`src/rtl/frac_uart_pkg.sv`:
```
package frac_uart_pkg;

  localparam int DIV_W  = 16;
  localparam int FRAC_W = 8;
  localparam int NB_W   = 5;
  localparam int WORD_W = 32;

  typedef enum logic [1:0] {
    RX_IDLE  = 2'd0,
    RX_START = 2'd1,
    RX_DATA  = 2'd2,
    RX_STOP  = 2'd3
  } rx_state_e;

  typedef struct packed {
    logic [DIV_W-1:0]  div_int;
    logic [FRAC_W-1:0] div_frac;
    logic [NB_W-1:0]   nbits_m1;
  } rx_cfg_t;

endpackage

```
`src/rtl/frac_rx_sync.sv`:
```
module frac_rx_sync #(
  parameter int STAGES = 2
) (
  input  logic clk,
  input  logic rst_n,
  input  logic en,
  input  logic rxd,
  output logic line,
  output logic fall
);

  logic [STAGES-1:0] chain_q;
  logic              prev_q;

  generate
    if (STAGES == 1) begin : g_single
      always_ff @(posedge clk or negedge rst_n) begin
        if (!rst_n) chain_q <= '1;
        else        chain_q <= rxd;
      end
    end else begin : g_multi
      always_ff @(posedge clk or negedge rst_n) begin
        if (!rst_n) chain_q <= '1;
        else        chain_q <= {chain_q[STAGES-2:0], rxd};
      end
    end
  endgenerate

  assign line = chain_q[STAGES-1];

  // previous line level is forgotten while disabled, so a line that is
  // already low at enable cannot look like a falling edge
  always_ff @(posedge clk or negedge rst_n) begin
    if (!rst_n) prev_q <= 1'b0;
    else        prev_q <= en & line;
  end

  assign fall = en & prev_q & ~line;

endmodule

```
`src/rtl/frac_bit_timer.sv`:
```
module frac_bit_timer #(
  parameter int DIV_W  = frac_uart_pkg::DIV_W,
  parameter int FRAC_W = frac_uart_pkg::FRAC_W
) (
  input  logic              clk,
  input  logic              rst_n,
  input  logic              arm,
  input  logic              run,
  input  logic [DIV_W-1:0]  div_int,
  input  logic [FRAC_W-1:0] div_frac,
  output logic              tick,
  output logic [FRAC_W-1:0] acc
);

  logic [DIV_W-1:0]  cnt_q, cnt_d;
  logic [FRAC_W-1:0] acc_q, acc_d;
  logic [FRAC_W:0]   sum;
  logic [DIV_W-1:0]  half, half_load, int_m1;
  logic              cnt_en;

  always_comb begin
    sum       = {1'b0, acc_q} + {1'b0, div_frac};
    half      = div_int >> 1;
    half_load = (half == '0) ? '0 : half - 1'b1;
    int_m1    = (div_int == '0) ? '0 : div_int - 1'b1;
    tick      = run && (cnt_q == '0);
    cnt_en    = arm | run;
    cnt_d     = cnt_q;
    acc_d     = acc_q;
    if (arm) begin
      cnt_d = half_load;
    end else if (tick) begin
      acc_d = sum[FRAC_W-1:0];
      cnt_d = int_m1 + DIV_W'(sum[FRAC_W]);
    end else if (run) begin
      cnt_d = cnt_q - 1'b1;
    end
  end

  always_ff @(posedge clk or negedge rst_n) begin
    if (!rst_n)      cnt_q <= '0;
    else if (cnt_en) cnt_q <= cnt_d;
  end

  // only the chip reset clears the fraction accumulator
  always_ff @(posedge clk or negedge rst_n) begin
    if (!rst_n)    acc_q <= '0;
    else if (tick) acc_q <= acc_d;
  end

  assign acc = acc_q;

endmodule

```
`src/rtl/frac_rx_fsm.sv`:
```
module frac_rx_fsm
  import frac_uart_pkg::*;
#(
  parameter int W  = frac_uart_pkg::WORD_W,
  parameter int NB = frac_uart_pkg::NB_W
) (
  input  logic          clk,
  input  logic          rst_n,
  input  logic          en,
  input  logic          line,
  input  logic          fall,
  input  logic          tick,
  input  logic [NB-1:0] nbits_m1,
  output logic          arm,
  output logic          run,
  output logic [W-1:0]  word,
  output logic          valid,
  output logic          ferr
);

  rx_state_e     state_q, state_d;
  logic [NB-1:0] bitcnt_q, bitcnt_d;
  logic [W-1:0]  sr_q, sr_d;
  logic [W-1:0]  word_q;
  logic          valid_q, ferr_q;
  logic          valid_d, sr_en, bc_en;

  always_comb begin
    arm      = en && (state_q == RX_IDLE) && fall;
    run      = en && (state_q != RX_IDLE);
    state_d  = state_q;
    bitcnt_d = bitcnt_q;
    sr_d     = sr_q;
    valid_d  = 1'b0;
    if (!en) begin
      state_d = RX_IDLE;
    end else begin
      unique case (state_q)
        RX_IDLE: begin
          if (fall) begin
            state_d = RX_START;
            sr_d    = '0;
          end
        end
        RX_START: begin
          if (tick) begin
            state_d  = line ? RX_IDLE : RX_DATA;
            bitcnt_d = '0;
          end
        end
        RX_DATA: begin
          if (tick) begin
            sr_d = {line, sr_q[W-1:1]};
            if (bitcnt_q == nbits_m1) state_d = RX_STOP;
            else                      bitcnt_d = bitcnt_q + 1'b1;
          end
        end
        RX_STOP: begin
          if (tick) begin
            valid_d = 1'b1;
            state_d = RX_IDLE;
          end
        end
        default: state_d = RX_IDLE;
      endcase
    end
    sr_en = arm | (tick && (state_q == RX_DATA));
    bc_en = tick && ((state_q == RX_START) || (state_q == RX_DATA));
  end

  always_ff @(posedge clk or negedge rst_n) begin
    if (!rst_n) state_q <= RX_IDLE;
    else        state_q <= state_d;
  end

  always_ff @(posedge clk or negedge rst_n) begin
    if (!rst_n)     bitcnt_q <= '0;
    else if (bc_en) bitcnt_q <= bitcnt_d;
  end

  always_ff @(posedge clk or negedge rst_n) begin
    if (!rst_n)     sr_q <= '0;
    else if (sr_en) sr_q <= sr_d;
  end

  always_ff @(posedge clk or negedge rst_n) begin
    if (!rst_n)       word_q <= '0;
    else if (valid_d) word_q <= sr_q;
  end

  always_ff @(posedge clk or negedge rst_n) begin
    if (!rst_n) begin
      valid_q <= 1'b0;
      ferr_q  <= 1'b0;
    end else begin
      valid_q <= valid_d;
      ferr_q  <= valid_d & ~line;
    end
  end

  assign word  = word_q;
  assign valid = valid_q;
  assign ferr  = ferr_q;

endmodule

```
`src/rtl/frac_uart_rx.sv`:
```
module frac_uart_rx
  import frac_uart_pkg::*;
#(
  parameter int SYNC_STAGES = 2
) (
  input  logic        clk,
  input  logic        rst_n,
  input  logic        rxd,
  input  logic        rx_en,
  input  logic [31:0] baud_cfg,
  output logic [31:0] rx_word,
  output logic        rx_valid,
  output logic        rx_frame_err
);

  logic [1:0]        rst_sync_q;
  logic              rst_i;
  rx_cfg_t           cfg_q;
  logic              cfg_unused;
  logic              line, fall, arm, run, tick;
  logic [FRAC_W-1:0] frac_acc;

  // asynchronous assertion, synchronous release
  always_ff @(posedge clk or negedge rst_n) begin
    if (!rst_n) rst_sync_q <= 2'b00;
    else        rst_sync_q <= {rst_sync_q[0], 1'b1};
  end
  assign rst_i = rst_sync_q[1];

  assign cfg_unused = ^baud_cfg[7:5];

  always_ff @(posedge clk or negedge rst_i) begin
    if (!rst_i) begin
      cfg_q <= '0;
    end else if (!rx_en) begin
      cfg_q.div_int  <= baud_cfg[31:16];
      cfg_q.div_frac <= baud_cfg[15:8];
      cfg_q.nbits_m1 <= baud_cfg[4:0];
    end
  end

  frac_rx_sync #(.STAGES(SYNC_STAGES)) u_sync (
    .clk   (clk),
    .rst_n (rst_i),
    .en    (rx_en),
    .rxd   (rxd),
    .line  (line),
    .fall  (fall)
  );

  frac_bit_timer #(.DIV_W(DIV_W), .FRAC_W(FRAC_W)) u_timer (
    .clk      (clk),
    .rst_n    (rst_i),
    .arm      (arm),
    .run      (run),
    .div_int  (cfg_q.div_int),
    .div_frac (cfg_q.div_frac),
    .tick     (tick),
    .acc      (frac_acc)
  );

  frac_rx_fsm #(.W(WORD_W), .NB(NB_W)) u_fsm (
    .clk      (clk),
    .rst_n    (rst_i),
    .en       (rx_en),
    .line     (line),
    .fall     (fall),
    .tick     (tick),
    .nbits_m1 (cfg_q.nbits_m1),
    .arm      (arm),
    .run      (run),
    .word     (rx_word),
    .valid    (rx_valid),
    .ferr     (rx_frame_err)
  );

endmodule

```
`config.mk`:
```
export PLATFORM = sky130hd
export DESIGN_NAME = frac_uart_rx
export DESIGN_NICKNAME = d
export VERILOG_FILES = /design/src/rtl/frac_uart_pkg.sv /design/src/rtl/frac_rx_sync.sv /design/src/rtl/frac_bit_timer.sv /design/src/rtl/frac_rx_fsm.sv /design/src/rtl/frac_uart_rx.sv
export SDC_FILE = /design/constraint.sdc
export NUM_CORES = 1
export LEC_CHECK = 0
export BUFFER_PORTS_ARGS = -buffer_cell sky130_fd_sc_hd__buf_2
export CORE_ASPECT_RATIO = 0.6
export CORE_UTILIZATION = 30
export DETAILED_ROUTE_END_ITERATION = 6
export GPL_TIMING_DRIVEN = 0
export PLACE_DENSITY = 0.43
export RECOVER_POWER = 50
export SETUP_SLACK_MARGIN = 0.05
export SYNTH_ARGS = -nofsm -noshare
export SYNTH_HDL_FRONTEND = slang
export SYNTH_HIERARCHICAL = 1
export SYNTH_SLANG_ARGS = --single-unit
```
`constraint.sdc`:
```
create_clock -name clk -period 11.3 [get_ports clk]
set_input_delay 2.26 -clock clk [delete_from_list [all_inputs] [get_ports clk]]
set_output_delay 2.26 -clock clk [all_outputs]
set_load 0.02 [all_outputs]
```
Yosys cells after proc, flatten, opt, wreduce, memory -nomap -nowiden. Cells that the tools add are included.

Add/subtract/negate cells: 6. Equal/unequal tests: 13. Multiplexer cells: 23. Bitwise operators: 8. Reductions and logical operators: 20.

Operators by type and width (number): 16-bit two-way mux (5); 32-bit two-way mux (2); 32-bit one-hot mux with 2 select lines (1); 16-bit zero test (3); 16-bit by 1-bit subtractor with 16-bit output, second input constant (2); 16-bit by 1-bit adder with 16-bit output (1); 15-bit by 1-bit subtractor with 16-bit output, second input constant (1); 5-bit two-way mux (3); 3-bit by 2-bit != test with 1-bit output, second input constant (5); 2-bit two-way mux (7); 5-bit one-hot mux with 2 select lines (1); 5-bit AND reduction (2); 8-bit by 8-bit adder with 9-bit output (1); 2-bit one-hot mux with 4 select lines (1); 1-bit logical AND (6); 2-bit by 1-bit != test with 1-bit output, second input constant (3); 6-bit AND reduction (1); 2-bit nonzero test (3); 5-bit by 1-bit adder with 5-bit output, second input constant (1); 5-bit equality test (1); 1-bit AND (4); 2-bit equality test, second input constant (2); 2-bit AND reduction (2); 1-bit two-way mux (3); 7 further kinds (9).

Bits in registers: 131. Input bits: 36. Output and inout port bits: 34.

Depth between registers and ports, before layout.
Depth after elaboration: 7. Mapped depth: 18.

By module. Netlist, hierarchy kept.

By module, submodules not included: frac_rx_fsm (times used 1, cells each 277, area each 3094.2 µm²); frac_bit_timer (times used 1, cells each 366, area each 2771.4 µm²); frac_uart_rx (times used 1, cells each 64, area each 1171.1 µm²); frac_rx_sync (times used 1, cells each 5, area each 93.8 µm²).

Worst setup path before layout. Ideal clock, no wire load.

Path kind: input to register. From: in rx_en. To: reg u_fsm.sr_q[2]. Setup time: 0.139 ns. Arrival: 3.704 ns. Setup slack: 7.458 ns. Cell stages on the path: 9. Cell sequence: buf_2 > nor2b_1 > nand4_1 > inv_1 > nand2b_1 > o2111ai_2 > clkbuf_1 > nand2_1 > o21ai_0.

Cells in the longest elaborated chain, start to end: 5.

RTL lines: start, declared (RTL line frac_uart_rx.sv:9) `input logic rx_en,`; 1-bit logical AND * (RTL line frac_rx_fsm.sv:30) `run = en && (state_q != RX_IDLE);`; named net run (RTL line frac_uart_rx.sv:20) `logic line, fall, arm, run, tick;`; 1-bit logical AND * (RTL line frac_bit_timer.sv:26) `tick = run && (cnt_q == '0);`; named net tick (RTL line frac_uart_rx.sv:20); 1-bit logical AND (RTL line frac_rx_fsm.sv:67) `sr_en = arm | (tick && (state_q == RX_DATA));`; 1-bit bitwise OR (RTL line frac_rx_fsm.sv:67); 5-bit AND reduction (no source line) *; end signal, assigned (RTL line frac_rx_fsm.sv:83) `else if (sr_en) sr_q <= sr_d;`; end, declared (RTL line frac_rx_fsm.sv:23) `logic [W-1:0] sr_q, sr_d;`.

The timed path passes the listed nets; every way through them passes the cells marked *. A chain may end at the register's enable or synchronous reset.

==> impl_metrics.tcl <==
set metrics [dict create \
    reg2reg_to "u_fsm/sr_q[9]" \
    hold_viol 0 \
    worstSetupEndpointType "asynchronous set/reset pin" \
    grt_max_degree 70 \
    dieWidth_um 201.0 \
    ios 70 \
    critical_path_arrival_ns 5.21 \
    dpl.hpwl_mm 14.45 \
    cts_resized 0 \
    synthTopCellsByArea "dfrtp_1 (45%), mux2_2 (8.4%), nand2_1 (6.2%)" \
    grt_pass1_vias 5296 \
    initial_core_util 0.3075 \
    rsz0062_at_grt "no" \
    tightest_slew_ns 3.609 \
    grt_pass1_wl_mm 30.33 \
    syn_avg_cell_area_sq_um 10.01 \
    min_path_cells 0 \
    start_kind "register" \
    ys.flop_type "dfrtp_1" \
    synthCells 712 \
    htreeDepth 4 \
    wl_per_cell_um 17.00 \
    fin_crit_sh 0.4884 \
    layout-drive-gt1-share 0.2429 \
    cts.path.max_buffers 2 \
    rr_worst_depth 1 \
    routabilityCongestion 0.8396 \
    place_inst 1094 \
    synthesis.area_sq_um 7131 \
    ys_seq_area_frac 0.4601 \
    skew_ns 0.01180 \
    yosysUniqueCellTypes 77 \
    postCtsSetupRepairBufs 0 \
    path_cells "clkbuf_1" \
    clk_latency_ns 0.42 \
    power_per_cell_area_nw_per_um2 155.7 \
    critical_path.max_stage_delay_ns 2.65 \
    port_buffers 66 \
    viasPerCell 5.010 \
    slew_viol_final 132 \
    maxCapViolCount 2 \
    cts_tree "done" \
    period_needed_ns 5.519 \
    cp_data_required_time_ns 10.99 \
    hold_buffers 0 \
    path_buf_inv 1 \
    detail-route-antenna-nets 0 \
    rows 43 \
    regToRegSetupSlack_ns 5.78 \
    yosysWarnings 6 \
    layout_setup_ws_ns 5.781 \
    cp_slowest_cell "clkbuf_1" \
    drt_first_iter_violations 428 \
    violations "capacitance limit, slew limit" \
    via_count 5641 \
    route.detailed.drc 0 \
    dpl-instance-area_sq_um 7886 \
    final_nets 854 \
    hold_ws_ns 0.3550 \
    setup_tns_ns 0 \
    syn_nets 768 \
    wirelength_mm 19.15 \
    crit_family "buffers and inverters" \
    stdcell_count 1126 \
    coreArea_sq_um 23190 \
    async_reset_ff_frac 1.000 \
    antenna_found_initial 0 \
    die_height_um 121.4 \
    antenna_cells 0 \
    area_delta_synth_final_pct 18.30 \
    fin_area_sq_um 8436 \
    hold_end "u_sync/chain_q[1]" \
    dr.pass1.iters 5 \
    ys_ff_latch 131 \
    r2r_start "rst_sync_q[1]" \
    critPathKind "reg -> async" \
    min_from "u_sync/chain_q[0]" \
    synth_edf_count 0 \
    cts_root_buffer "clkbuf_16" \
    vdd_drop_max_mv 0.08422 \
    cp_max_fo 69 \
    timing.fmax_mhz 181.2 \
    grt_usage 0.1628 \
    synth_top_area_frac 0.4527 \
    overflow 0 \
    cts.clk_slew.worst_paths_ns 0.06 \
    leakage_nw 3.722 \
    cts_sinks 131 \
    setup_viol_count_final 0 \
    cts_buffers 17 \
    hp-class "reg -> reg" \
    dieArea_sq_um 24410 \
    place_ws_ns 6.352 \
    relSlewSlack -1.406 \
    post-synth-top-area-cell "dfrtp_1" \
    status "complete, but fails checks" \
]
sequential cells by signal, summed over array words and instances (netlist names):
register        cells
cfg_q              29
rst_sync_q          2
u_fsm/bitcnt_q      5
u_fsm/ferr          1
u_fsm/sr_q         32
u_fsm/state_q       2
u_fsm/valid         1
u_fsm/word         32
u_sync/chain_q      2
u_sync/prev_q       1
u_timer/acc         8
u_timer/cnt_q      16
where the power goes:
part	switching, mW	internal, mW	total [mW]
combinational	0.129	0.0868	0.216
sequential	0.0397	0.503	0.543
clock	0.219	0.336	0.554
cells in the final DEF (no fill, tap or decap), types with 20 or more instances in the layout:
cell	n
dfrtp_1	129
nor3_1	20
xnor2_1	24
clkbuf_1	28
nand2_1	118
o21ai_0	57
nor2_1	43
mux2_2	53
buf_2	71
a21oi_1	25
cells in the mapped netlist (6+ instances only):
library cell  count
buf_2             8
a21oi_1          25
xnor2_1          24
a21boi_0          6
mux2_4           10
nor2b_1           6
nand3_1           8
nand2_1         118
nor3_1           20
clkbuf_1         23
ha_1             19
nor4_1            8
o22ai_1           6
dfrtp_1         129
mux2_2           53
inv_1            14
or4_1             8
nand4_1           7
nor2_1           43
o21ai_0          57
buf_6             6
xor2_1           19
final cells by class:
type	instances	area, sq um
flip-flops and latches	131	3281
well taps	315	394.1
clock buffers	19	452.9
repair buffers	67	331.6
plain buffers	38	188.9
clock inverters	13	135.1
multi-input cells	529	3600
inverters	14	52.55
fillers	2378	14750
per-stage QoR:
step           total power, mW    util
2_1_floorplan           0.6991       -
3_3_place_gp            0.7605  0.3387
3_5_place_dp            0.7669  0.3401
4_1_cts                  1.332  0.3655
5_1_grt                  1.380  0.3638
6_report                 1.313  0.3638
worst max-delay path by stage:
stage                  startpoint                to  cells past startpoint
CTS                         rx_en    u_fsm/word[29]                      8
floorplan           rst_sync_q[1]          cfg_q[0]                      0
global route        rst_sync_q[1]  u_timer/cnt_q[1]                      1
finish              rst_sync_q[1]     u_fsm/sr_q[9]                      1
global placement    rst_sync_q[1]  u_timer/cnt_q[1]                      0
detailed placement          rx_en     u_fsm/word[2]                      8
per-layer routing:
metal | share of wire | GRT usage | vias up | wire length (um)
li1 | - | - | 2686 | -
met1 | 0.57 | 0.2680 | 2780 | 10990
met2 | 0.36 | 0.1998 | 161 | 6982
met3 | 0.052 | 0.03437 | 14 | 1002
met4 | 0.0090 | 0.04866 | 0 | 173
met5 | 0 | 0 | - | 0
kinds of logic after synthesis:
logic type | synth area share
XOR/XNOR | 0.05282
other | 0.0005259
AO/OA/AOI/OAI | 0.1255
AND/OR/NAND/NOR | 0.1795
adder cells (fa/ha/maj) | 0.03615
flip-flops | 0.4601
buffers and inverters | 0.03509
multiplexers | 0.1104
(Power assumes the default switching activity.)
